### config.mk
export PLATFORM = sky130hd
export DESIGN_NAME = pexp_i2c_slave
export DESIGN_NICKNAME = d
export VERILOG_FILES = /design/src/rtl/pexp_pkg.sv /design/src/rtl/pexp_bus_cond.sv /design/src/rtl/pexp_regfile.sv /design/src/rtl/pexp_i2c_slave.sv
export SDC_FILE = /design/constraint.sdc
export NUM_CORES = 1
export LEC_CHECK = 0
export ABC_AREA = 1
export CORE_ASPECT_RATIO = 2
export CORE_MARGIN = 2
export CORE_UTILIZATION = 45
export DETAILED_ROUTE_END_ITERATION = 8
export DONT_BUFFER_PORTS = 1
export MAX_ROUTING_LAYER = met4
export SLEW_MARGIN = 20
export SYNTH_ARGS = -nofsm -noshare
export SYNTH_HDL_FRONTEND = slang
export SYNTH_SLANG_ARGS = --single-unit
### constraint.sdc
create_clock -name clk -period 3.7 [get_ports clk]
set_input_delay 0.74 -clock clk [delete_from_list [all_inputs] [get_ports clk]]
set_output_delay 0.74 -clock clk [all_outputs]
set_load 0.01 [all_outputs]
### src/rtl/pexp_pkg.sv
// Shared constants and types for the paired-register serial slave.
// Assumes 8-bit registers and eight of them (four pairs of two).
package pexp_pkg;
    localparam int BYTE_W    = 8;
    localparam int REG_COUNT = 8;
    localparam int PTR_W     = $clog2(REG_COUNT);
    localparam int ADDR_W    = BYTE_W - 1;
    localparam int CNT_W     = $clog2(BYTE_W + 1);
    localparam int PORT_W    = 2 * BYTE_W;

    typedef enum logic [2:0] {
        ST_IDLE,
        ST_ADDR,
        ST_CMD,
        ST_WR,
        ST_RD,
        ST_MACK
    } bus_state_t;
endpackage

### src/rtl/pexp_bus_cond.sv
// Synchronises the bus clock and data wires to the system clock and
// reports clock edges plus start and stop conditions as single-cycle pulses.
// Assumes the system clock is at least ~10x the bus clock rate.
module pexp_bus_cond #(
    parameter int SYNC_STAGES = 2
) (
    input  logic clk,
    input  logic rst_n,
    input  logic scl_i,
    input  logic sda_i,
    output logic sda_s,
    output logic scl_rise,
    output logic scl_fall,
    output logic start_det,
    output logic stop_det
);
    logic [SYNC_STAGES:0] scl_pipe;
    logic [SYNC_STAGES:0] sda_pipe;
    logic scl_s, scl_p, sda_p;

    // Shift both wires through the synchroniser plus one history stage.
    always_ff @(posedge clk) begin
        if (!rst_n) begin
            scl_pipe <= '1;
            sda_pipe <= '1;
        end else begin
            scl_pipe <= {scl_pipe[SYNC_STAGES-1:0], scl_i};
            sda_pipe <= {sda_pipe[SYNC_STAGES-1:0], sda_i};
        end
    end

    assign scl_s = scl_pipe[SYNC_STAGES-1];
    assign scl_p = scl_pipe[SYNC_STAGES];
    assign sda_s = sda_pipe[SYNC_STAGES-1];
    assign sda_p = sda_pipe[SYNC_STAGES];

    assign scl_rise  = scl_s & ~scl_p;
    assign scl_fall  = ~scl_s & scl_p;
    assign start_det = scl_s & scl_p & sda_p & ~sda_s;
    assign stop_det  = scl_s & scl_p & ~sda_p & sda_s;
endmodule

### src/rtl/pexp_regfile.sv
// Holds the three writable register pairs and the register pointer, and
// presents the byte the pointer selects. The input pair is a live view
// of the pins XOR the polarity mask, and writes to it are dropped.
module pexp_regfile
    import pexp_pkg::*;
(
    input  logic              clk,
    input  logic              rst_n,
    input  logic              ptr_load,
    input  logic [PTR_W-1:0]  ptr_new,
    input  logic              ptr_flip,
    input  logic              wr_en,
    input  logic [BYTE_W-1:0] wr_data,
    input  logic [PORT_W-1:0] pin_in,
    output logic [BYTE_W-1:0] rd_data,
    output logic [PORT_W-1:0] port_out,
    output logic [PORT_W-1:0] port_dir
);
    logic [1:0][BYTE_W-1:0] out_q, pol_q, cfg_q, in_view;
    logic [PTR_W-1:0]       ptr;

    // Pointer: loaded by a command byte, flipped within its pair per byte.
    always_ff @(posedge clk) begin
        if (!rst_n)        ptr <= '0;
        else if (ptr_load) ptr <= ptr_new;
        else if (ptr_flip) ptr[0] <= ~ptr[0];
    end

    // Writable pairs: update the member under the pointer on a write strobe.
    always_ff @(posedge clk) begin
        if (!rst_n) begin
            out_q <= '1;
            pol_q <= '0;
            cfg_q <= '1;
        end else if (wr_en) begin
            case (ptr[PTR_W-1:1])
                2'd1:    out_q[ptr[0]] <= wr_data;
                2'd2:    pol_q[ptr[0]] <= wr_data;
                2'd3:    cfg_q[ptr[0]] <= wr_data;
                default: ;
            endcase
        end
    end

    assign in_view = pin_in ^ pol_q;

    // Read mux: pick the pair, then the member.
    always_comb begin
        case (ptr[PTR_W-1:1])
            2'd0:    rd_data = in_view[ptr[0]];
            2'd1:    rd_data = out_q[ptr[0]];
            2'd2:    rd_data = pol_q[ptr[0]];
            default: rd_data = cfg_q[ptr[0]];
        endcase
    end

    assign port_out = out_q;
    assign port_dir = cfg_q;
endmodule

### src/rtl/pexp_i2c_slave.sv
// Top of the paired-register serial slave. It runs the byte-level
// protocol: address match, command capture, write bursts and read bursts.
// Acknowledges and read data are driven through an open-drain enable.
// Assumes the bus clock is slow compared with clk.
module pexp_i2c_slave
    import pexp_pkg::*;
#(
    parameter int SYNC_STAGES = 2
) (
    input  logic              clk,
    input  logic              rst_n,
    input  logic              scl_i,
    input  logic              sda_i,
    output logic              sda_oe,
    input  logic [ADDR_W-1:0] dev_addr,
    input  logic [PORT_W-1:0] pin_in,
    output logic [PORT_W-1:0] port_out,
    output logic [PORT_W-1:0] port_dir
);
    localparam logic [CNT_W-1:0] LAST_BIT = CNT_W'(BYTE_W);

    logic              sda_s, scl_rise, scl_fall, start_det, stop_det;
    bus_state_t        state;
    logic [CNT_W-1:0]  bit_cnt;
    logic [BYTE_W-1:0] rx_sh;
    logic [BYTE_W-2:0] tx_sh;
    logic              in_ack, rw_q, m_nack, sda_oe_q;
    logic              byte_ok, byte_end, wr_en, ptr_load, ptr_flip;
    logic [BYTE_W-1:0] rd_data;

    pexp_bus_cond #(.SYNC_STAGES(SYNC_STAGES)) u_cond (
        .clk(clk), .rst_n(rst_n), .scl_i(scl_i), .sda_i(sda_i),
        .sda_s(sda_s), .scl_rise(scl_rise), .scl_fall(scl_fall),
        .start_det(start_det), .stop_det(stop_det)
    );

    pexp_regfile u_regs (
        .clk(clk), .rst_n(rst_n),
        .ptr_load(ptr_load), .ptr_new(rx_sh[PTR_W-1:0]), .ptr_flip(ptr_flip),
        .wr_en(wr_en), .wr_data(rx_sh), .pin_in(pin_in),
        .rd_data(rd_data), .port_out(port_out), .port_dir(port_dir)
    );

    // Decide whether the byte just received earns an acknowledge.
    always_comb begin
        case (state)
            ST_ADDR: byte_ok = (rx_sh[BYTE_W-1:1] == dev_addr);
            ST_CMD:  byte_ok = (rx_sh[BYTE_W-1:PTR_W] == '0);
            default: byte_ok = 1'b1;
        endcase
    end

    assign byte_end = scl_fall && !in_ack && (bit_cnt == LAST_BIT);
    assign wr_en    = byte_end && (state == ST_WR);
    assign ptr_load = byte_end && (state == ST_CMD) && byte_ok;
    assign ptr_flip = wr_en || ((state == ST_MACK) && scl_rise);

    // Protocol sequencer: bit counting, acknowledge and transmit timing.
    always_ff @(posedge clk) begin
        if (!rst_n) begin
            state    <= ST_IDLE;
            bit_cnt  <= '0;
            rx_sh    <= '0;
            tx_sh    <= '0;
            in_ack   <= 1'b0;
            rw_q     <= 1'b0;
            m_nack   <= 1'b0;
            sda_oe_q <= 1'b0;
        end else if (start_det) begin
            state    <= ST_ADDR;
            bit_cnt  <= '0;
            in_ack   <= 1'b0;
            sda_oe_q <= 1'b0;
        end else if (stop_det) begin
            state    <= ST_IDLE;
            in_ack   <= 1'b0;
            sda_oe_q <= 1'b0;
        end else begin
            case (state)
                ST_ADDR, ST_CMD, ST_WR: begin
                    if (scl_rise && !in_ack && bit_cnt < LAST_BIT) begin
                        rx_sh   <= {rx_sh[BYTE_W-2:0], sda_s};
                        bit_cnt <= bit_cnt + 1'b1;
                    end else if (scl_fall && in_ack) begin
                        in_ack   <= 1'b0;
                        sda_oe_q <= 1'b0;
                        bit_cnt  <= '0;
                        if (state == ST_ADDR && rw_q) begin
                            state    <= ST_RD;
                            tx_sh    <= rd_data[BYTE_W-2:0];
                            sda_oe_q <= ~rd_data[BYTE_W-1];
                        end else if (state == ST_ADDR) begin
                            state <= ST_CMD;
                        end else begin
                            state <= ST_WR;
                        end
                    end else if (byte_end) begin
                        if (byte_ok) begin
                            in_ack   <= 1'b1;
                            sda_oe_q <= 1'b1;
                            if (state == ST_ADDR) rw_q <= rx_sh[0];
                        end else begin
                            state <= ST_IDLE;
                        end
                    end
                end
                ST_RD: begin
                    if (scl_rise) begin
                        bit_cnt <= bit_cnt + 1'b1;
                    end else if (scl_fall && bit_cnt == LAST_BIT) begin
                        sda_oe_q <= 1'b0;
                        bit_cnt  <= '0;
                        state    <= ST_MACK;
                    end else if (scl_fall && bit_cnt != '0) begin
                        sda_oe_q <= ~tx_sh[BYTE_W-2];
                        tx_sh    <= {tx_sh[BYTE_W-3:0], 1'b0};
                    end
                end
                ST_MACK: begin
                    if (scl_rise) begin
                        m_nack  <= sda_s;
                        bit_cnt <= CNT_W'(1);
                    end else if (scl_fall && bit_cnt != '0) begin
                        bit_cnt <= '0;
                        if (m_nack) begin
                            state <= ST_IDLE;
                        end else begin
                            state    <= ST_RD;
                            tx_sh    <= rd_data[BYTE_W-2:0];
                            sda_oe_q <= ~rd_data[BYTE_W-1];
                        end
                    end
                end
                default: ;
            endcase
        end
    end

    assign sda_oe = sda_oe_q;
endmodule

## After elaboration in Yosys (flattened, before gate mapping)

Cells that the tools add are included.

- $add $sub $neg: 1
- Reductions and logical operators: 38
- Equality and inequality tests: 34
- Magnitude comparators: 3
- Bitwise logic cells: 20
- Multiplexer cells: 61

Operator list:

| kind | count |
|---|---|
| $mux 8 | 9 |
| $mux 7 | 9 |
| $bwmux 16 | 3 |
| $mux 3 | 10 |
| $mux 4 | 6 |
| $pmux 8 s3 | 1 |
| $reduce_and 8->1 | 3 |
| $pmux 7 s3 | 1 |
| $ne 2x2->1 const B | 9 |
| $ne 3x3->1 const B | 6 |
| $mux 1 | 17 |
| $ne 4x4->1 const B | 4 |
| $xor 16x16->16 | 1 |
| $logic_and 1x1->1 | 13 |
| $not 1->1 | 12 |
| $pmux 4 s3 | 1 |
| $reduce_and 12->1 | 1 |
| $reduce_and 4->1 | 3 |
| $ne 5x5->1 const B | 2 |
| $pmux 3 s3 | 1 |
| $reduce_and 9->1 | 1 |
| $demux 8 s1 | 1 |
| $and 1x1->1 | 7 |
| $eq 7x7->1 | 1 |
| 27 further kinds | 35 |

- Logic and storage cells: 176
- Input bits: 27
- Output and inout bits: 33
- Register bits after elaboration: 83

## Depth between registers and ports, before layout

Gate-level depths: netlist of the first run.

- Word-level depth: 10
- Mapped depth: 15
- Gate-level depth less buffers: 15

## Modules after synthesis

Synthesis of the first run repeated with hierarchy kept, for this count alone.

- Cells, all modules: 734
- Area total of the unflattened synthesis: 4543.1 sq um

Modules (own cells, without submodules):

| module | area an instance (sq um) | sequential area each (sq um) | cells each | instances |
|---|---|---|---|---|
| pexp_regfile | 2697.6 | 1021.0 | 446 | 1 |
| pexp_i2c_slave | 1646.6 | 520.5 | 261 | 1 |
| pexp_bus_cond | 198.9 | 120.1 | 27 | 1 |

## Worst setup path after synthesis of the first run

Ideal clock, no wire load.

- Path type: register -> register
- From: register bit_cnt[0]
- To: register u_regs.out_q, in the netlist u_regs.port_out[7]
- Arrival: 1.571 ns
- Path slack: 1.991 ns
- Data required time: 3.562 ns
- Period minus slack after synthesis: 1.709 ns
- Buffers on the path: 1
- Setup time: 0.138 ns
- Cell stages (with the launch flop): 13
- Cell sequence: dfxtp_1 > inv_1 > ha_1 > inv_1 > nor2_4 > nand2_2 > nor2_4 > nand4_4 > nor3_2 > nand2_1 > buf_2 > nand2_1 > o211ai_1

- Word-level cells in the longest chain between the ends: 4

RTL lines:

| item | line | RTL |
|---|---|---|
| start, declared | pexp_i2c_slave.sv:24 | `logic [CNT_W-1:0] bit_cnt;` |
| start signal, assigned | pexp_i2c_slave.sv:83 | `bit_cnt <= bit_cnt + 1'b1;` |
| start signal, assigned | pexp_i2c_slave.sv:109 | `bit_cnt <= bit_cnt + 1'b1;` |
| $eq 4x4->1 | pexp_i2c_slave.sv:53 | `assign byte_end = scl_fall && !in_ack && (bit_cnt == LAST_BIT);` |
| $logic_and 1x1->1 | pexp_i2c_slave.sv:53 |  |
| $logic_and 1x1->1 | pexp_i2c_slave.sv:54 | `assign wr_en = byte_end && (state == ST_WR);` |
| $reduce_and 2->1 (no source line) | - |  |
| end signal, assigned by index | pexp_regfile.sv:37 | `2'd1: out_q[ptr[0]] <= wr_data;` |
| end, declared | pexp_regfile.sv:19 | `logic [1:0][BYTE_W-1:0] out_q, pol_q, cfg_q, in_view;` |

No other way between the ends.
A chain may end at the register's enable or synchronous reset.

## Worst setup path in the final report of the first run

- From: register u_cond.scl_pipe[2]
- To: register tx_sh[4]

- Word-level cells in the longest chain between the ends: 6
- Elaborated cells between the ends (all ways): 23
- Those cells by class: 7 x eq/ne; 10 x bitwise; 6 x reduce/logical

RTL lines:

| item | line | RTL |
|---|---|---|
| start, declared | pexp_bus_cond.sv:17 | `logic [SYNC_STAGES:0] scl_pipe;` |
| start signal, assigned | pexp_bus_cond.sv:27 | `scl_pipe <= {scl_pipe[SYNC_STAGES-1:0], scl_i};` |
| $not 1->1 | pexp_bus_cond.sv:37 | `assign scl_rise = scl_s & ~scl_p;` |
| $and 1x1->1 | pexp_bus_cond.sv:37 |  |
| $logic_and 1x1->1 (2 in a row) | pexp_i2c_slave.sv:81 | `if (scl_rise && !in_ack && bit_cnt < LAST_BIT) begin` |
| $ne 2x2->1 (no source line) | - |  |
| $reduce_and 12->1 (no source line) * | - |  |
| end signal, assigned | pexp_i2c_slave.sv:90 | `tx_sh <= rd_data[BYTE_W-2:0];` |
| end signal, assigned | pexp_i2c_slave.sv:116 | `tx_sh <= {tx_sh[BYTE_W-3:0], 1'b0};` |
| end signal, assigned | pexp_i2c_slave.sv:129 | `tx_sh <= rd_data[BYTE_W-2:0];` |
| end, declared | pexp_i2c_slave.sv:26 | `logic [BYTE_W-2:0] tx_sh;` |

Mark *: on every way between the ends. The rest lies on a longest branch, timed or not.

==> out/metrics.csv, run 1 <==
stage,metric,value,unit
timing,RSZ-0062 raised after global routing,no,
clock_network,CTS Buffer Depth,2,
routing,Final ANT Viol Nets,0,
routing,Vias/cell,5.314,
pwr,Worst VDD drop,0.0003559,V
layout,"commonest non-fill, non-tap cell in the layout",nand2_1,
clock_network,H-tree lvl count,3,
placed_design,# port buffers,0,
global_route,initial antenna violation count,0,
run_status,status,"finished, final reports clean",
synthesis,Mapped Cells,631,
synthesis,count of different cell masters after synthesis,33,
placed_design,Area after DPL,4380,um^2
die,Die Span Y,143.5,um
worst_setup_path,Critical R2R Launch,u_cond.scl_pipe[2],
placed_design,DP Worst Slack,1.710,ns
routing,drt pass-1 iters,5,
layout,"Area growth, synth to finish",7.259,%
die,die area,10580,um^2
routing,routed wire length,11630,um
layout,utilization after layout,49.06,%
clock_network,Post-CTS Hold Fix Bufs,0,
routing,post-DR wirelength/cell,15.94,um
die,Die W,73.75,um
timing,Max Slew Vio Count,0,
clock_network,Sinks on Clock Net,83,
synthesis,top_reg_cell synth,dfxtp_1,
run,max-cap violations,0,
clock_network,Post-CTS Setup Bufs,0,
die,Initial Util,45.74,%
timing,FMAX,0.4933,GHz
synthesis,"Async S/R FF share, synth",0,%
timing,Final period util,54.78,%
synthesis,Mean Syn Cell Area,6.938,um^2
synthesis,Post-Syn Area,4378,um^2
layout,Filler cells,983,
placed_design,routability cong.,0.9035,
layout,final instance area,4696,um^2
pwr,Power Density,493.2,nW/um^2
timing,final worst setup slack,1.673,ns
timing,final hold viol count,0,
timing,Total Negative Setup Slacks,0,ns
clock_network,clk slew on worst S/H paths,0.06,ns
clock_network,CTS tree,built,
worst_setup_path,startpoint types,flop,
worst_setup_path,CP Capture Type,flop,
die,row count,51,
timing,Final setup viols,0,
synthesis,"flops & latches, synth",83,
clock_network,clk_lat worst skew,0.35,ns
timing,Relative slew margins,47.41,%
worst_setup_path,WP data required,3.93,ns
global_route,vias in the first global route,3549,
worst_setup_path,CP arrival,2.26,ns
clock_network,clk root buf,clkbuf_16,
layout,Ant. Diodes,0,
hold_path,Hold Startpoint,u_cond.scl_pipe[0],
routing,Residual DRC,0,
synthesis,yosys warns,0,
synthesis,Syn Nets,660,
pwr,Pleak,2.210,nW
clock_network,CTS Buf Count,9,
die,I/O pin count,60,
global_route,global route total overflow,0,
die,core area,9572,um^2
routing,1st-iter DRT viols,256,
global_route,gr usage total,24.04,%
global_route,largest net degree at the start of global routing,57,
timing,slew at the pin closest to its max-slew limit,0.7880,ns
global_route,first-pass GRT wire length,18830,um
worst_setup_path,Critical path origin,u_cond.scl_pipe[2],
hold_path,Hold WC Path Type,reg2reg,
layout,"commonest non-fill, non-tap cells in the layout","nand2_1 (192), dfxtp_1 (83), inv_1 (67)",
placed_design,DP HPWL,8613,um
layout,Non-Filler Instances,730,
worst_setup_path,Crit Path Category,reg2reg,
layout,# nets final,648,
clock_network,PostCTS Resize Cnt,0,
worst_setup_path,"Max FO, Critical Path",16,
synthesis,sequential area share after synthesis,37.95,%
placed_design,dpl cells,714,
routing,Vias,3879,
layout,layout cells sized above 1,9.455,%
synthesis,Post-synth EDFFs,0,
timing,Tmin final,2.027,ns
timing,clk_skew,0.009823,ns
## sequential cells by signal, summed over array words and instances (netlist names), 3 cells and up
name	count
u_regs.port_out	16
rx_sh	8
u_regs.port_dir	16
u_cond.scl_pipe	3
tx_sh	7
state	3
u_cond.sda_pipe	3
u_regs.ptr	3
u_regs.pol_q	16
bit_cnt	4
## critical path, cell delays in order (launching register included)
cell	delay, ns
dfxtp_1	0.33
inv_1	0.05
nand2_1	0.11
nor3_2	0.29
nand2_1	0.39
nand3_1	0.22
nor2_1	0.07
nand2_2	0.26
nand2_1	0.08
nand2_1	0.08
a21oi_2	0.03
## per-layer routing
metal / global-route usage, % / vias to the layer above / wire (um)
li1: - / 2020 / -
met1: 31.44 / 1715 / 5093
met2: 37.27 / 132 / 5529
met3: 4.979 / 12 / 807
met4: 6.890 / 0 / 203
met5: - / - / 0
## cells in the mapped netlist, types with 6 or more instances
cell      count  area (um^2)
nand2_2      11        68.82
o21ai_0      32        160.2
a21oi_2       7        61.31
xor2_1        8        70.07
o211ai_1     39        292.8
a21oi_1      24        120.1
xnor2_1      10        87.58
buf_2         6        30.03
nor2_1       64        240.2
dfxtp_1      83         1662
inv_1        67        251.5
nand2_1     192        720.7
nand4_1       9        56.30
a211oi_1     14        105.1
nand3_1      14        70.07
clkbuf_1     11        41.29
## final timing paths
check | end | slack (ns) | cells after the start
max | tx_sh[4] | 1.67 | 10
min | u_cond.scl_pipe[1] | 0.41 | 1
max reg2reg | tx_sh[4] | 1.67 | 10
min reg2reg | u_cond.scl_pipe[1] | 0.41 | 1
## per-stage QoR
step / hold WS, ns / power (mW)
2_1_floorplan: 0.3925 / 1.325
3_3_place_gp: 0.3989 / 1.380
3_5_place_dp: 0.4029 / 1.378
4_1_cts: 0.4189 / 2.331
5_1_grt: 0.4266 / 2.430
6_report: 0.4147 / 2.316
## cells by family after synthesis
logic type      after synthesis  synth area share (%)
compound gates              121                 17.95
simple gates                311                 30.61
flops                        83                 37.95
buf+inv                      96                 9.317
fa+ha+maj                     2                0.5715
xor+xnor                     18                 3.601
## report_power, final
group / switching [mW] / internal (mW)
sequential: 0.0397 / 0.933
combinational: 0.260 / 0.129
clock: 0.411 / 0.543
## cell type report
type	count	area (um^2)	share of cell area (%)
repair buffers	1	7.507	0.1599
inverters	72	270.3	5.755
multi-input cells	452	2308	49.16
clock inverters	7	90.09	1.918
flip-flops and latches	83	1662	35.38
clock buffers	9	225.2	4.796
well taps	106	132.6	2.824
Note: power is estimated with default switching activity, not from simulation.
==> run 2: changes to the inputs <==
clock period = 1.9 ns   (was 3.7 ns; I/O delays follow)
==> out/metrics.csv, run 2 (same netlist as run 1, synthesis figures left out) <==
stage,metric,value,unit,change
global_route,vias in the first global route,3505,,-1.2%
worst_setup_path,cell mode on critical path,nor2_4,,
hold_path,Hold Startpoint,rst_n,,
layout,"commonest non-fill, non-tap cells in the layout","nand2_1 (191), dfxtp_1 (79), inv_1 (64)",,
global_route,initial antenna violation count,0,,unchanged
placed_design,DP HPWL,8495,um,-1.4%
layout,layout cells sized above 1,16.90,%,+7.4 points
layout,"Area growth, synth to finish",16.40,%,
layout,Multi-input gate area,2436,um^2,+5.5%
layout,Filler cells,971,,-1.2%
die,I/O pin count,60,,unchanged
worst_setup_path,"Max FO, Critical Path",8,,-8
timing,FMAX,0.5443,GHz,+10%
worst_setup_path,startpoint types,flop,,
pwr,Pleak,2.357,nW,+6.7%
routing,1st-iter DRT viols,252,,-1.6%
global_route,gr usage total,23.88,%,-0.16 points
timing,RSZ-0062 raised after global routing,yes,,
placed_design,Area after DPL,4563,um^2,+4.2%
worst_setup_path,Worst Path Buf+Inv,3,,+2
timing,Max Slew Vio Count,0,,unchanged
clock_network,clk slew on worst S/H paths,0.06,ns,about the same
die,Die W,73.75,um,unchanged
clock_network,CTS Buf Count,9,,unchanged
clock_network,clk_lat worst skew,0.34,ns,about the same
placed_design,dpl cells,735,,+2.9%
timing,hold_ws,0.1129,ns,-0.3018 ns
clock_network,CTS Buffer Depth,2,,unchanged
worst_setup_path,Critical R2R Launch,bit_cnt[1],,
run,max-cap violations,0,,unchanged
worst_setup_path,Crit Path Category,reg2reg,,
timing,final worst setup slack,0.06289,ns,-1.610 ns
global_route,largest net degree at the start of global routing,57,,unchanged
clock_network,CTS tree,built,,
worst_setup_path,Crit-path slowest cell,dfxtp_2,,
hold_path,Hold Crit Depth,1,,unchanged
worst_setup_path,Worst path max stage delay,0.33,ns,-0.06 ns
layout,# nets final,675,,+4.2%
timing,Relative slew margins,64.38,%,+17 points
worst_setup_path,worst reg-to-reg setup slack,0.06,ns,-1.61 ns
timing,Total Negative Setup Slacks,0,ns,unchanged
global_route,first-pass GRT wire length,18490,um,-1.8%
clock_network,Post-CTS Hold Fix Bufs,0,,unchanged
routing,drt pass-1 iters,5,,unchanged
routing,routed wire length,11750,um,+0.98%
hold_path,Hold Path End,u_cond.sda_pipe[2],,
worst_setup_path,stages on the worst setup path,11,,+1
clock_network,Sinks on Clock Net,83,,unchanged
run_status,status,"finished, final reports clean",,
routing,Vias/cell,5.244,,-1.3%
die,row count,51,,unchanged
clock_network,H-tree lvl count,3,,unchanged
worst_setup_path,R2R cell count,11,,+1
layout,final instance area,5096,um^2,+8.5%
placed_design,routability cong.,0.9085,,+0.55%
timing,slew at the pin closest to its max-slew limit,0.5287,ns,-0.2593 ns
worst_setup_path,Worst path top cell family by delay,simple AND/OR/NAND/NOR gates,,
routing,Residual DRC,0,,unchanged
layout,Non-Filler Instances,757,,+3.7%
timing,Final period util,96.69,%,+42 points
clock_network,clk root buf,clkbuf_16,,
global_route,global route total overflow,0,,unchanged
placed_design,DP Worst Slack,0.05275,ns,-1.657 ns
layout,Reg area,1667,um^2,+0.30%
worst_setup_path,R2R Path End,u_regs.pol_q[13],,
layout,Ant. Diodes,0,,unchanged
hold_path,Hold WC Path Type,in2reg,,
worst_setup_path,CP arrival,2.10,ns,-0.16 ns
pwr,Worst VDD drop,0.0005361,V,+51%
placed_design,# port buffers,0,,unchanged
layout,"commonest non-fill, non-tap cell in the layout",nand2_1,,
pwr,Power Density,929.4,nW/um^2,+88%
die,Die Span Y,143.5,um,unchanged
routing,post-DR wirelength/cell,15.52,um,-2.6%
pwr,Tot Pwr,4.736,mW,+100%
worst_setup_path,WP data required,2.16,ns,-1.77 ns
routing,Vias,3970,,+2.3%
timing,Tmin final,1.837,ns,-0.1899 ns
timing,final hold viol count,0,,unchanged
layout,utilization after layout,53.24,%,+4.2 points
worst_setup_path,CP cell instances,inv_2 > ha_4 > inv_2 > nor2_4 > nand2_2 > nor2_4 > nand4_4 > nor2_4 > buf_6 > nand2_8 > a211oi_2,,
die,die area,10580,um^2,unchanged
worst_setup_path,CP Capture Type,flop,,
routing,Final ANT Viol Nets,0,,unchanged
timing,Final setup viols,0,,unchanged
die,Initial Util,45.74,%,unchanged
timing,clk_skew,0.009197,ns,-0.0006264 ns
die,core area,9572,um^2,unchanged
[run 2: changes by cell type in the layout (fill, tap and decap cells not counted), moves of 3 or more]
cell	before	now
buf_4	1	21
nor2_1	64	55
a211oi_1	14	8
a211oi_2	2	8
nor2_2	5	11
buf_6	0	4
dfxtp_1	83	79
dfxtp_2	0	4
inv_1	67	64
inv_2	5	8
inv_8	3	0
nor2_4	4	7
[run 2: layout make-up]
cell class / instances / area share, %
Tap cell: 106 / 2.602
Clock inverter: 7 / 2.406
Multi-Input combinational cell: 453 / 47.80
Inverter: 72 / 5.303
Timing Repair Buffer: 27 / 4.763
Sequential cell: 83 / 32.70
Clock buffer: 9 / 4.419
[run 2: worst max path at each step]
| stage | start | to |
|---|---|---|
| final | bit_cnt[1] | u_regs.pol_q[13] |
| after global placement | bit_cnt[0] | u_regs.port_dir[1] |
| after detailed placement | bit_cnt[0] | u_regs.port_dir[0] |
| after global routing | bit_cnt[1] | u_regs.port_dir[1] |
| after CTS | bit_cnt[0] | u_regs.port_dir[0] |
| after floorplan | bit_cnt[0] | u_regs.port_out[7] |
[run 2: where the power goes]
group	total [mW]	switching, mW	internal, mW
Sequential	1.90	0.0751	1.82
Clock	2.03	0.740	1.29
Combinational	0.805	0.516	0.289
[run 2: metal layers]
metal / part of all wire, % / GRT usage, %
met5: 0 / -
met4: 1.6 / 8.708
met3: 5.0 / 4.348
met2: 49 / 36.51
met1: 45 / 31.27
[run 2: what timing repair did]
item | CTS | global route
endpoints found under the setup margin | 0 | 60
gates resized for setup | 0 | 38
buffers inserted | 0 | 5
hold endpoints to repair | 0 | 0
==> run 3: changes to the inputs <==
ABC_AREA = unset   (was 1)
==> out/metrics.csv, run 3 <==
stage,metric,value,unit,change
synthesis,count of different cell masters after synthesis,47,,+42%
synthesis,"Async S/R FF share, synth",0,%,unchanged
pwr,Pleak,2.191,nW,-7.1%
pwr,Worst VDD drop,0.0006566,V,+22%
die,Die Span Y,142.1,um,-0.95%
worst_setup_path,Worst Path Buf+Inv,0,,-3
layout,# nets final,560,,-17%
clock_network,H-tree lvl count,3,,unchanged
placed_design,Area after DPL,4701,um^2,+3.0%
layout,layout cells sized above 1,21.83,%,+4.9 points
global_route,vias in the first global route,3700,,+5.6%
clock_network,clk root buf,clkbuf_16,,
clock_network,CTS Buf Count,9,,unchanged
global_route,initial antenna violation count,0,,unchanged
clock_network,clk slew on worst S/H paths,0.06,ns,about the same
worst_setup_path,Worst path max stage delay,0.52,ns,+0.19 ns
synthesis,Post-Syn Area,4293,um^2,-1.9%
run_status,status,"finished, violations left",,
placed_design,DP Worst Slack,-0.1334,ns,-0.1862 ns
die,Initial Util,46.05,%,+0.32 points
hold_path,Hold WC Path Type,in2reg,,
pwr,Power Density,735.8,nW/um^2,-21%
die,die area,10380,um^2,-1.9%
synthesis,Syn Nets,526,,-20%
synthesis,"top cells by count, synth","nand2_1 (90), dfxtp_1 (83), mux2i_1 (48)",,
timing,Tmin final,1.919,ns,+0.08232 ns
synthesis,"flops & latches, synth",83,,unchanged
run,max-cap violations,0,,unchanged
hold_path,Hold Startpoint,rst_n,,
worst_setup_path,Critical path origin,rx_sh[4],,
clock_network,Sinks on Clock Net,83,,unchanged
worst_setup_path,startpoint types,flop,,
timing,Total Negative Setup Slacks,-0.02559,ns,-0.02559 ns
routing,routed wire length,13010,um,+11%
clock_network,CTS tree,built,,
layout,final instance area,5190,um^2,+1.8%
worst_setup_path,"Max FO, Critical Path",4,,-4
worst_setup_path,Crit-path slowest cell,or4_4,,
worst_setup_path,Crit Path Category,reg2reg,,
timing,clk_skew,0.006681,ns,-0.002516 ns
timing,FMAX,0.5210,GHz,-4.3%
worst_setup_path,R2R Path End,sda_oe,,
die,I/O pin count,60,,unchanged
synthesis,Mapped Cells,497,,-21%
worst_setup_path,CP cell instances,or4_4 > o211a_1 > o22ai_4 > nand2_1 > a311oi_2 > mux2i_1,,
timing,hold_ws,0.1136,ns,+0.0007420 ns
die,core area,9321,um^2,-2.6%
placed_design,DP HPWL,9811,um,+15%
worst_setup_path,Worst path top cell family by delay,compound AO/OA/AOI/OAI gates,,
run_status,failing checks,negative setup slack,,
synthesis,Synth area leaders,"dfxtp_1 (39%), mux2i_1 (11%), nand2_1 (7.9%), nor2b_1 (6.1%), xnor2_1 (4.7%)",,
routing,post-DR wirelength/cell,20.32,um,+31%
global_route,global route total overflow,0,,unchanged
die,row count,50,,-2.0%
timing,Final setup viols,2,,+2
layout,Ant. Diodes,0,,unchanged
timing,Max Slew Vio Count,0,,unchanged
clock_network,CTS Buffer Depth,2,,unchanged
synthesis,yosys warns,0,,unchanged
timing,final hold viol count,0,,unchanged
synthesis,sequential area share after synthesis,38.71,%,+0.75 points
timing,Relative slew margins,63.40,%,-0.98 points
routing,Vias,3683,,-7.2%
placed_design,# port buffers,0,,unchanged
timing,final worst setup slack,-0.01944,ns,-0.08232 ns
hold_path,Hold Path End,u_regs.port_out[1],,
global_route,gr usage total,26.53,%,+2.6 points
synthesis,Mean Syn Cell Area,8.638,um^2,+24%
routing,Vias/cell,5.755,,+9.7%
layout,"commonest non-fill, non-tap cell in the layout",nand2_1,,
worst_setup_path,stages on the worst setup path,6,,-5
routing,Final ANT Viol Nets,0,,unchanged
worst_setup_path,WP data required,2.17,ns,about the same
worst_setup_path,worst reg-to-reg setup slack,-0.02,ns,-0.08 ns
die,Die W,73.07,um,-0.92%
placed_design,routability cong.,0.9862,,+8.6%
worst_setup_path,R2R cell count,6,,-5
worst_setup_path,CP arrival,2.19,ns,+0.09 ns
hold_path,Hold Crit Depth,1,,unchanged
layout,"Area growth, synth to finish",20.90,%,
layout,"commonest non-fill, non-tap cells in the layout","nand2_1 (88), dfxtp_1 (76), buf_4 (55)",,
routing,1st-iter DRT viols,203,,-19%
timing,RSZ-0062 raised after global routing,yes,,
synthesis,top_reg_cell synth,dfxtp_1,,
worst_setup_path,Critical R2R Launch,rx_sh[4],,
timing,Final period util,101.0,%,+4.3 points
clock_network,clk_lat worst skew,0.34,ns,about the same
routing,Residual DRC,0,,unchanged
synthesis,most numerous cell in the Yosys netlist,nand2_1,,
synthesis,cell taking the most area after synthesis,dfxtp_1,,
routing,drt pass-1 iters,4,,-1
synthesis,Post-synth EDFFs,0,,unchanged
worst_setup_path,CP Capture Type,flop,,
synthesis,top-area cell type share of the netlist area,38.71,%,+0.75 points
timing,slew at the pin closest to its max-slew limit,0.5433,ns,+0.01461 ns
global_route,largest net degree at the start of global routing,76,,+33%
global_route,first-pass GRT wire length,19530,um,+5.6%
pwr,Tot Pwr,3.819,mW,-19%
## run 3: changes by cell type after synthesis, sizes merged, moves of 7 or more
cell / delta
o211ai: -39
nor2: -61
nor2b: +42
a22o: +9
a21oi: -21
a211oi: -12
xor2: -7
mux2i: +48
nand3: +21
inv: -68
nand2b: +13
xnor2: +13
clkbuf: +13
nand2: -113
## run 3: kinds of logic after synthesis
family	count (synthesis)	synth area share, %
simple gates	217	25.27
flops	83	38.71
compound gates	77	12.10
mux	54	14.34
buf+inv	40	4.109
xor+xnor	24	4.896
fa+ha+maj	2	0.5828
## run 3: timing repair
action                                  CTS  global route
pin swaps                                 6            12
gates resized for setup                  16            22
buffers inserted                          2             1
endpoints found under the setup margin   52            71
endpoints found under the hold margin     0             0
hold buffers                              0             0
## run 3: metrics by stage
stage / util [%] / instances
6_report: 55.68 / 640
5_1_grt: 55.68 / 640
2_1_floorplan: - / 497
3_5_place_dp: 50.43 / 621
3_3_place_gp: 50.43 / 621
4_1_cts: 54.78 / 639
## run 3: power by group
part	internal (mW)	leakage (nW)	switching [mW]
Combinational	0.0744	1.36	0.0624
Clock	1.23	0.162	0.704
Sequential	1.75	0.674	0.00505
Total	3.05	2.19	0.771
## run 3: area by class of cell
| class | count | area (um^2) |
|---|---|---|
| Inverter | 4 | 15.01 |
| Clock buffer | 11 | 252.7 |
| Clock inverter | 5 | 85.08 |
| Tap cell | 104 | 130.1 |
| Fill cell | 849 | 4131 |
| Timing Repair Buffer | 59 | 466.7 |
| Sequential cell | 83 | 1670 |
| Multi-Input combinational cell | 374 | 2570 |
## run 3: per-layer routing
| metal | global-route usage (%) | up-vias | wire [um] |
|---|---|---|---|
| met5 | - | - | 0 |
| met1 | 23.99 | 1770 | 4279 |
| met2 | 48.98 | 94 | 7536 |
| li1 | - | 1787 | - |
| met3 | 5.949 | 32 | 644 |
| met4 | 14.23 | 0 | 547 |
## run 3: how the worst max path moves through the flow
stage / end / slack [ns]
after global routing: sda_oe / -0.11
final: sda_oe / -0.02
after floorplan: sda_oe / -0.05
after global placement: state[1] / -0.15
after detailed placement: state[1] / -0.13
after CTS: sda_oe / -0.02
